**config.mk**
```make
export PLATFORM = sky130hd
export DESIGN_NAME = tablewalk_unit
export DESIGN_NICKNAME = d
export VERILOG_FILES = /design/src/rtl/tw_pkg.sv /design/src/rtl/tw_ctrl.sv /design/src/rtl/tw_dpath.sv /design/src/rtl/tablewalk_unit.sv
export SDC_FILE = /design/constraint.sdc
export NUM_CORES = 1
export LEC_CHECK = 0
export ABC_AREA = 1
export ABC_CLOCK_PERIOD_IN_PS = 3000
export BUFFER_PORTS_ARGS = -buffer_cell sky130_fd_sc_hd__buf_2
export CORE_ASPECT_RATIO = 1.2
export CORE_MARGIN = 2
export CORE_UTILIZATION = 29
export DETAILED_ROUTE_END_ITERATION = 16
export PLACE_DENSITY = 0.5
export SLEW_MARGIN = 20
export SYNTH_ARGS = -nofsm -noshare
export SYNTH_HDL_FRONTEND = slang
export SYNTH_HIERARCHICAL = 1
export SYNTH_SLANG_ARGS = --single-unit
```
**constraint.sdc**
```tcl
create_clock -name clk -period 3 [get_ports clk]
set_input_delay 0.15 -clock clk [delete_from_list [all_inputs] [get_ports clk]]
set_output_delay 0.15 -clock clk [all_outputs]
set_load 0.03 [all_outputs]
```
**src/rtl/tw_pkg.sv**
```systemverilog
package tw_pkg;
  localparam int VA_W   = 32;
  localparam int PA_W   = 36;
  localparam int CTX_W  = 4;
  localparam int ENT_W  = 32;
  localparam int PGOFF_W = 12;
  localparam int PTR_W  = PA_W - 6;

  typedef enum logic [1:0] {
    TAG_INVALID = 2'd0,
    TAG_PTD     = 2'd1,
    TAG_PTE     = 2'd2,
    TAG_RSVD    = 2'd3
  } tw_tag_e;

  typedef enum logic [1:0] {
    CAUSE_NONE  = 2'd0,
    CAUSE_INVAL = 2'd1,
    CAUSE_RSVD  = 2'd2,
    CAUSE_PROT  = 2'd3
  } tw_cause_e;

  typedef struct packed {
    logic startWalk;
    logic captureEntry;
    logic advance;
    logic recordFault;
    logic recordHit;
  } tw_strobe_t;

  typedef struct packed {
    logic isPtd;
    logic isPte;
    logic lastLevel;
    logic permOk;
    logic needWb;
  } tw_status_t;

  // Rights granted by a 3-bit code for the given mode and access kind.
  function automatic logic tw_permits(input logic [2:0] code, input logic user,
                                      input logic wr, input logic ex);
    logic rdOk, wrOk, exOk;
    if (user) begin
      rdOk = (code == 3'd0) || (code == 3'd1) || (code == 3'd2) ||
             (code == 3'd3) || (code == 3'd5);
      wrOk = (code == 3'd1) || (code == 3'd3);
      exOk = (code == 3'd2) || (code == 3'd3) || (code == 3'd4);
    end else begin
      rdOk = (code != 3'd4);
      wrOk = code[0];
      exOk = (code == 3'd2) || (code == 3'd3) || (code == 3'd4) ||
             (code == 3'd6) || (code == 3'd7);
    end
    if (wr)      return wrOk;
    else if (ex) return exOk;
    else         return rdOk;
  endfunction
endpackage

```
**src/rtl/tw_ctrl.sv**
```systemverilog
module tw_ctrl
  import tw_pkg::*;
(
  input  logic       clk,
  input  logic       rstN,
  input  logic       reqValid,
  output logic       reqReady,
  input  logic       memDone,
  output logic       memReq,
  output logic       memWrite,
  output logic       doneValid,
  input  tw_status_t status,
  output tw_strobe_t strobe
);
  typedef enum logic [2:0] {
    ST_IDLE, ST_READ, ST_EVAL, ST_WB, ST_DONE
  } tw_state_e;

  tw_state_e stateQ, stateD;

  always_ff @(posedge clk) begin
    if (!rstN) stateQ <= ST_IDLE;
    else       stateQ <= stateD;
  end

  always_comb begin
    stateD   = stateQ;
    strobe   = '0;
    memReq   = 1'b0;
    memWrite = 1'b0;
    doneValid = 1'b0;
    unique case (stateQ)
      ST_IDLE: begin
        if (reqValid) begin
          strobe.startWalk = 1'b1;
          stateD = ST_READ;
        end
      end
      ST_READ: begin
        memReq = 1'b1;
        if (memDone) begin
          strobe.captureEntry = 1'b1;
          stateD = ST_EVAL;
        end
      end
      ST_EVAL: begin
        if (!status.lastLevel) begin
          if (status.isPtd) begin
            strobe.advance = 1'b1;
            stateD = ST_READ;
          end else begin
            strobe.recordFault = 1'b1;
            stateD = ST_DONE;
          end
        end else if (status.isPte && status.permOk) begin
          strobe.recordHit = 1'b1;
          stateD = status.needWb ? ST_WB : ST_DONE;
        end else begin
          strobe.recordFault = 1'b1;
          stateD = ST_DONE;
        end
      end
      ST_WB: begin
        memReq   = 1'b1;
        memWrite = 1'b1;
        if (memDone) stateD = ST_DONE;
      end
      ST_DONE: begin
        doneValid = 1'b1;
        stateD = ST_IDLE;
      end
      default: stateD = ST_IDLE;
    endcase
  end

  assign reqReady = (stateQ == ST_IDLE);
endmodule

```
**src/rtl/tw_dpath.sv**
```systemverilog
module tw_dpath
  import tw_pkg::*;
(
  input  logic               clk,
  input  logic               rstN,
  input  tw_strobe_t         strobe,
  output tw_status_t         status,
  input  logic [VA_W-1:0]    reqVa,
  input  logic [CTX_W-1:0]   reqCtx,
  input  logic [PTR_W-1:0]   ctxTablePtr,
  input  logic               reqWrite,
  input  logic               reqExec,
  input  logic               reqUser,
  input  logic [ENT_W-1:0]   memRData,
  output logic [PA_W-1:0]    memAddr,
  output logic [ENT_W-1:0]   memWData,
  output logic [PA_W-1:0]    donePa,
  output logic               doneCacheable,
  output logic               doneFault,
  output logic [1:0]         faultLevel,
  output logic [1:0]         faultCause
);
  localparam int IDX_W  = 10;
  localparam int PPN_W  = PA_W - PGOFF_W;
  localparam int BIT_C  = 7;
  localparam int BIT_M  = 6;
  localparam int BIT_R  = 5;

  logic [VA_W-1:0]  vaQ;
  logic             wrQ, exQ, usQ;
  logic [1:0]       levelQ;
  logic [PA_W-1:0]  addrQ;
  logic [ENT_W-1:0] entryQ;

  logic [PA_W-1:0]  resPaQ;
  logic             resCacheQ, resFaultQ;
  logic [1:0]       resLevelQ;
  tw_cause_e        resCauseQ;

  tw_tag_e          tag;
  logic [IDX_W-1:0] idxScaled;
  logic [PA_W-1:0]  ctxAddr, nextAddr;
  logic [ENT_W-1:0] markedEntry;
  tw_cause_e        faultWhy;

  assign tag = tw_tag_e'(entryQ[1:0]);

  // Scaled index for the table reached after the current level.
  always_comb begin
    unique case (levelQ)
      2'd0:    idxScaled = {vaQ[31:24], 2'b00};
      2'd1:    idxScaled = {2'b00, vaQ[23:18], 2'b00};
      default: idxScaled = {2'b00, vaQ[17:12], 2'b00};
    endcase
  end

  assign ctxAddr  = {ctxTablePtr, 6'b0} + {{(PA_W-CTX_W-2){1'b0}}, reqCtx, 2'b00};
  assign nextAddr = {entryQ[ENT_W-1:2], 6'b0} + {{(PA_W-IDX_W){1'b0}}, idxScaled};

  always_comb begin
    markedEntry = entryQ;
    markedEntry[BIT_R] = 1'b1;
    if (wrQ) markedEntry[BIT_M] = 1'b1;
  end

  always_comb begin
    if (tag == TAG_RSVD)                       faultWhy = CAUSE_RSVD;
    else if (levelQ == 2'd3 && tag == TAG_PTE) faultWhy = CAUSE_PROT;
    else                                       faultWhy = CAUSE_INVAL;
  end

  assign status.isPtd     = (tag == TAG_PTD);
  assign status.isPte     = (tag == TAG_PTE);
  assign status.lastLevel = (levelQ == 2'd3);
  assign status.permOk    = tw_permits(entryQ[4:2], usQ, wrQ, exQ);
  assign status.needWb    = (markedEntry != entryQ);

  always_ff @(posedge clk) begin
    if (!rstN) begin
      vaQ    <= '0;
      wrQ    <= 1'b0;
      exQ    <= 1'b0;
      usQ    <= 1'b0;
      levelQ <= '0;
      addrQ  <= '0;
      entryQ <= '0;
    end else begin
      if (strobe.startWalk) begin
        vaQ    <= reqVa;
        wrQ    <= reqWrite;
        exQ    <= reqExec;
        usQ    <= reqUser;
        levelQ <= 2'd0;
        addrQ  <= ctxAddr;
      end
      if (strobe.captureEntry) entryQ <= memRData;
      if (strobe.advance) begin
        levelQ <= levelQ + 2'd1;
        addrQ  <= nextAddr;
      end
      if (strobe.recordHit) entryQ <= markedEntry;
    end
  end

  always_ff @(posedge clk) begin
    if (!rstN) begin
      resPaQ    <= '0;
      resCacheQ <= 1'b0;
      resFaultQ <= 1'b0;
      resLevelQ <= '0;
      resCauseQ <= CAUSE_NONE;
    end else if (strobe.recordHit) begin
      resPaQ    <= {entryQ[ENT_W-1:ENT_W-PPN_W], vaQ[PGOFF_W-1:0]};
      resCacheQ <= entryQ[BIT_C];
      resFaultQ <= 1'b0;
      resLevelQ <= levelQ;
      resCauseQ <= CAUSE_NONE;
    end else if (strobe.recordFault) begin
      resCacheQ <= 1'b0;
      resFaultQ <= 1'b1;
      resLevelQ <= levelQ;
      resCauseQ <= faultWhy;
    end
  end

  assign memAddr       = addrQ;
  assign memWData      = entryQ;
  assign donePa        = resPaQ;
  assign doneCacheable = resCacheQ;
  assign doneFault     = resFaultQ;
  assign faultLevel    = resLevelQ;
  assign faultCause    = resCauseQ;

  // a fault before the page level never reports a protection cause
  assert_upper_cause_R4: assert property (@(posedge clk) disable iff (!rstN)
    strobe.recordFault && levelQ != 2'd3 |=> faultCause != CAUSE_PROT);
endmodule

```
**src/rtl/tablewalk_unit.sv**
```systemverilog
module tablewalk_unit
  import tw_pkg::*;
(
  input  logic        clk,
  input  logic        rstN,
  input  logic        reqValid,
  output logic        reqReady,
  input  logic [31:0] reqVa,
  input  logic [3:0]  reqCtx,
  input  logic [29:0] ctxTablePtr,
  input  logic        reqWrite,
  input  logic        reqExec,
  input  logic        reqUser,
  output logic        memReq,
  output logic        memWrite,
  output logic [35:0] memAddr,
  output logic [31:0] memWData,
  input  logic        memDone,
  input  logic [31:0] memRData,
  output logic        doneValid,
  output logic [35:0] donePa,
  output logic        doneCacheable,
  output logic        doneFault,
  output logic [1:0]  faultLevel,
  output logic [1:0]  faultCause
);
  tw_strobe_t strobe;
  tw_status_t status;

  tw_ctrl ctrl_i (
    .clk(clk), .rstN(rstN), .reqValid(reqValid), .reqReady(reqReady),
    .memDone(memDone), .memReq(memReq), .memWrite(memWrite),
    .doneValid(doneValid), .status(status), .strobe(strobe)
  );

  tw_dpath dpath_i (
    .clk(clk), .rstN(rstN), .strobe(strobe), .status(status),
    .reqVa(reqVa), .reqCtx(reqCtx), .ctxTablePtr(ctxTablePtr),
    .reqWrite(reqWrite), .reqExec(reqExec), .reqUser(reqUser),
    .memRData(memRData), .memAddr(memAddr), .memWData(memWData),
    .donePa(donePa), .doneCacheable(doneCacheable), .doneFault(doneFault),
    .faultLevel(faultLevel), .faultCause(faultCause)
  );

  assert_ready_idle_R1: assert property (@(posedge clk) disable iff (!rstN)
    reqReady |-> !memReq && !doneValid);

  assert_hold_R10: assert property (@(posedge clk) disable iff (!rstN)
    memReq && !memDone |=> memReq && $stable(memWrite) && $stable(memAddr));

  assert_prot_level_R6: assert property (@(posedge clk) disable iff (!rstN)
    doneValid && doneFault && faultCause == 2'd3 |-> faultLevel == 2'd3);

  assert_wb_marks_R9: assert property (@(posedge clk) disable iff (!rstN)
    memReq && memWrite |-> memWData[5] && memWData[1:0] == 2'd2);

  assert_done_pulse_R11: assert property (@(posedge clk) disable iff (!rstN)
    doneValid |=> !doneValid);
endmodule

```
After elaboration in Yosys (flattened, before gate mapping)
Cells that the tools add are included.
W data, S select, Z words.

storage, ports and cells
  output and inout bits = 114
  bits of input ports = 105
  logic and storage cells = 103
  register bits after elaboration = 150

operators by class
  muxes and demuxes = 42
  bitwise operators = 2
  equality and inequality tests = 21
  add/subtract/negate cells = 3
  reductions and logical operators = 21

operators by type and width
  kind                   number
  $mux W36               2
  $add A36 B10 Y36       1
  $add A36 B6 Y36        1
  $mux W3                8
  $mux W1                22
  $pmux W10 S2           1
  $eq A3 B3 Y1 const B   5
  $mux W7                2
  $eq A3 B2 Y1 const B   4
  $mux W2                6
  $pmux W3 S4            1
  $logic_or A1 B1 Y1     9
  $eq A2 B2 Y1 const B   3
  $eq A3 B1 Y1 const B   2
  $logic_not A3 Y1       2
  $ne A2 B2 Y1 const B   3
  $reduce_bool A2 Y1     3
  $eq A2 B1 Y1 const B   2
  $reduce_or A2 Y1       2
  $ne A3 B3 Y1 const B   1
  $reduce_and A3 Y1      1
  $add A2 B1 Y2 const B  1
  $logic_and A1 B1 Y1    2
  $logic_not A2 Y1       1
  3 further kinds        4

Depth between registers and ports, before layout
  depth after elaboration = 14
  gate-level depth with buffers = 18
  mapped depth without buffers = 18

By module
Netlist, hierarchy kept.

modules (own cells, without submodules)
  module    area an instance (µm²)  sequential area each (µm²)  cells an instance  times used
  tw_dpath  6540.0                  2902.8                      935                1
  tw_ctrl   266.5                   60.1                        49                 1

Worst setup path before layout
Ideal clock, no wire load.

  path kind = reg-to-reg
  start point = reg dpath_i.levelQ[0]
  end point = reg dpath_i.addrQ[28] (netlist: dpath_i/memAddr[28])
  arrival = 2.285 ns
  clock period less this slack = 2.414 ns
  data required time = 2.871 ns
  path slack = 0.586 ns
  cell stages (with the launch flop) = 19
  buffers on the path = 0
  library setup time = 0.129 ns
  path through = dfxtp_1 -> inv_1 -> ha_1 -> nor2_1 -> nand2_1 -> nand3_1 -> ha_1 -> inv_1 -> fa_1 -> inv_1 -> nand3_1 -> nand2_1 -> inv_2 -> nor2_4 -> nand2_1 -> nand2_1 -> nand2_1 -> a21oi_1 -> nor2_1

between the ends
  cells in the longest elaborated chain, start to end = 4
  elaborated cells on any way between the ends = 9
  classes of those cells = add/sub: 1; eq/ne: 2; mux: 4; reduce/logical: 2

ends and longest elaborated chain
  item                                                   line                           RTL
  start, declared                                        tw_dpath.sv:31                 logic [1:0] levelQ;
  start signal, assigned                                 tw_dpath.sv:98                 levelQ <= levelQ + 2'd1;
  $eq A2 B1 Y1, or another cell as far along             tw_dpath.sv:50                 unique case (levelQ)
  $pmux W10 S2 / $mux W1 (equally long branches)         tw_dpath.sv:50, tw_ctrl.sv:47
  $add A36 B10 Y36 / $mux W3 (equally long branches)     tw_dpath.sv:58, tw_ctrl.sv:32
  $mux W36 / $reduce_bool A2 Y1 (equally long branches)  --
  end signal, assigned                                   tw_dpath.sv:94                 addrQ <= ctxAddr;
  end signal, assigned                                   tw_dpath.sv:99                 addrQ <= nextAddr;
  end, declared                                          tw_dpath.sv:32                 logic [PA_W-1:0] addrQ;

Several ways; a longest one is shown, not always the timed one.
A chain may end at the register's enable or synchronous reset.

Final worst setup path
  start point = reg dpath_i.levelQ[0]
  end point = reg dpath_i.addrQ[30] (netlist: dpath_i/memAddr[30])

Same word-level chain as after synthesis.

==> reports/summary.txt <==
worst flop-to-flop path startpoint = dpath_i/levelQ[0]$_SDFFE_PN0P_
Die Footprint = 24700 sq um
H-tree levels = 4
CP endpoint = dpath_i/memAddr[30]$_SDFFE_PN0P_
total of max-cap violations = 0
TritonCTS buffer count = 17
post-synthesis register bit count = 148
worst reg-to-reg setup slack = 0.28 ns
CTS max path bufs = 2
initial antenna violation count = 3
pwr dens = 600 nW/um^2
std cell rows = 61
Yosys warnings = 6
Pwr Total = 0.00545 W
Routability Congestion = 0.857
routed vias = 7081
status = completed
CTS Sinks = 148
Post-synth EDFFs = 0
Gate Count Post-Synth = 984
routed len/inst = 15.6 microns
final hold vios = 0
Mapped Area = 6810 sq um
synth top area cells = dfxtp_1 (44%), nand2_1 (10%), o21ai_0 (8.5%)
Max Slew Vio Count = 0
ys async rst share = 0
Core Region = 23100 sq um
cell repeated most along the worst path = nand2_1
num ports = 219
drt pass-1 iters = 4
most common cell after layout, fill and taps aside = buf_2
CP Buf/Inv Count = 4
RR Endpoint = dpath_i/memAddr[30]$_SDFFE_PN0P_
share of cells above drive strength 1 = 0.244
Die W = 144 microns
Req. time, crit path = 3.29 ns
min-delay src = memRData[19]
setup bufs post-CTS = 0
type of the worst min-delay path = in -> reg
Top FF cell, synth = dfxtp_1
final setup violation count = 0
final wirelength = 24000 microns
vias per cell = 4.60
Port Buffer Count = 216
TritonCTS clock tree = yes
Die Ht = 172 microns
Worst path depth = 18
Iter 0 DRT Violations = 294
max_slew headroom = 0.660
Initial Util = 0.294
Tightest Pin Transition = 0.510 ns
unrepaired setup endpoints after global routing = no
critical path launch point type = register
setup TNS = 0 ns
Layout Nets = 1323
Worst setup EP type = register
family with the most delay on the worst path = simple AND/OR/NAND/NOR gates
post-layout min period = 2.72 ns
most frequent cells in the layout = buf_2 (216), nand2_1 (183), nor2_1 (149)
Yosys cell types = 33
Fmax = 368 MHz
Synth top area share = 0.435
GR Util All Layers = 0.192
syn avg cell area = 6.92 sq um
Area Overhead vs Synth = 33.4%
clock skew = 0.0116 ns
register area share after synthesis = 0.435
non-filler cells, final = 1539
crit-path max FO = 6
Worst VDD drop = 0.000360 V
area leader, netlist = dfxtp_1
vias in the first global route = 6742
Placed Cells incl. Taps = 1478
Residual DRC = 0
total grt overflow = 0
clk_lat worst skew = 0.42 ns
CP Class = reg -> reg
critical path cell sequence = inv_1 -> ha_1 -> nor2_1 -> nand2_1 -> nand3_1 -> ha_1 -> inv_1 -> fa_1 -> inv_1 -> nand3_1 -> nand2_1 -> nand2_2 -> inv_1 -> nand2_1 -> nand2_1 -> nand2_1 -> a21oi_1 -> nor2_1
global-route wire length before repair = 36500 microns
Worst path max stage delay = 0.37 ns
Critical Path Start = dpath_i/levelQ[0]$_SDFFE_PN0P_
HPWL after DPL = 17800 microns
slowest stage cell, crit path = dfxtp_1
cell count of the worst reg-to-reg path = 18
largest net degree at the start of global routing = 55
Worst-path clk slew = 0.07 ns
fin crit share = 0.907
CTS root buffer = clkbuf_16
cell leakage power = 4.32 nW
Critical Path AT = 3.01 ns
remaining antenna violation count = 0
-- power by group --
group / switching, W / internal, W
sequential: 0.000136 / 0.00212
combinational: 0.000648 / 0.000323
clock: 0.000913 / 0.00131
total: 0.00170 / 0.00375
-- cell type report --
| class | instances | area (sq um) |
|---|---|---|
| antenna | 1 | 2.50 |
| clock buffer | 20 | 467 |
| clock inverter | 12 | 141 |
| fill | 2486 | 14000 |
| inverter | 99 | 372 |
| multi-input combinational | 684 | 3250 |
| sequential | 148 | 2960 |
| tap | 315 | 394 |
| timing repair buffer | 260 | 1490 |
-- repair_timing --
action,4_1_cts,5_1_grt
hold buffers,27,1
hold endpoints to repair,27,1
gates resized for setup,0,0
-- worst min-delay path by stage --
stage | slack (ns) | cells after the start | to
after CTS | 0.0009 | 3 | dpath_i/memWData[19]$_SDFFE_PN0P_
after global placement | 0.37 | 3 | dpath_i/vaQ[31]$_SDFFE_PN0P_
after detailed placement | 0.38 | 3 | dpath_i/vaQ[11]$_SDFFE_PN0P_
after floorplan | 0.27 | 2 | ctrl_i/stateQ[1]$_SDFFE_PN0P_
after global routing | 0.01 | 3 | dpath_i/vaQ[18]$_SDFFE_PN0P_
final | 0.01 | 3 | dpath_i/memWData[19]$_SDFFE_PN0P_
-- kinds of logic after synthesis --
logic type / after synthesis / synth area share
other: 1 / 0.000551
adders and majority gates: 8 / 0.0158
xor gates and xnor gates: 7 / 0.00901
DFF: 148 / 0.435
and+or+nand+nor: 441 / 0.277
AOI/OAI and AO/OA: 226 / 0.173
buffers and inverters: 153 / 0.0893
-- stage by stage --
stage	hold WS, ns	utilization	cell area, sq um	setup WS [ns]
2_1_floorplan	0.272	-	6810	0.586
3_3_place_gp	0.371	0.354	8190	0.379
3_5_place_dp	0.376	0.354	8190	0.308
4_1_cts	0.000928	0.392	9070	0.273
5_1_grt	0.0136	0.393	9080	0.0124
6_report	0.0144	0.393	9080	0.280
-- flip-flops by register name, summed over array words and instances, names as in the netlist, 2 cells and up --
signal,flops
dpath_i/vaQ,32
ctrl_i/stateQ,3
dpath_i/memWData,32
dpath_i/donePa,36
dpath_i/levelQ,2
dpath_i/memAddr,34
dpath_i/faultLevel,2
dpath_i/faultCause,2
-- synth_stat cells (all sizes together) (2+ instances only) --
master,count
nor3,6
nand3,65
nand3b,6
dfxtp,148
nor2,163
or2,2
o22ai,5
xnor2,2
a31oi,11
ha,7
nand2,192
a22oi,2
clkbuf,34
nand4,5
inv,98
buf,20
xor2,5
o21ai,116
a21oi,91
-- worst min-delay path: stages --
cell,delay (ns)
buf_2,0.07
o21ai_0,0.07
a21oi_1,0.10
-- metal layers --
layer / share of wire / global-route usage / vias up
met5: 0.00046 / 0 / -
met4: 0.015 / 0.0533 / 2
met3: 0.067 / 0.0482 / 21
met2: 0.49 / 0.334 / 212
met1: 0.43 / 0.235 / 3217
li1: - / - / 3629
(Power assumes the default switching activity.)
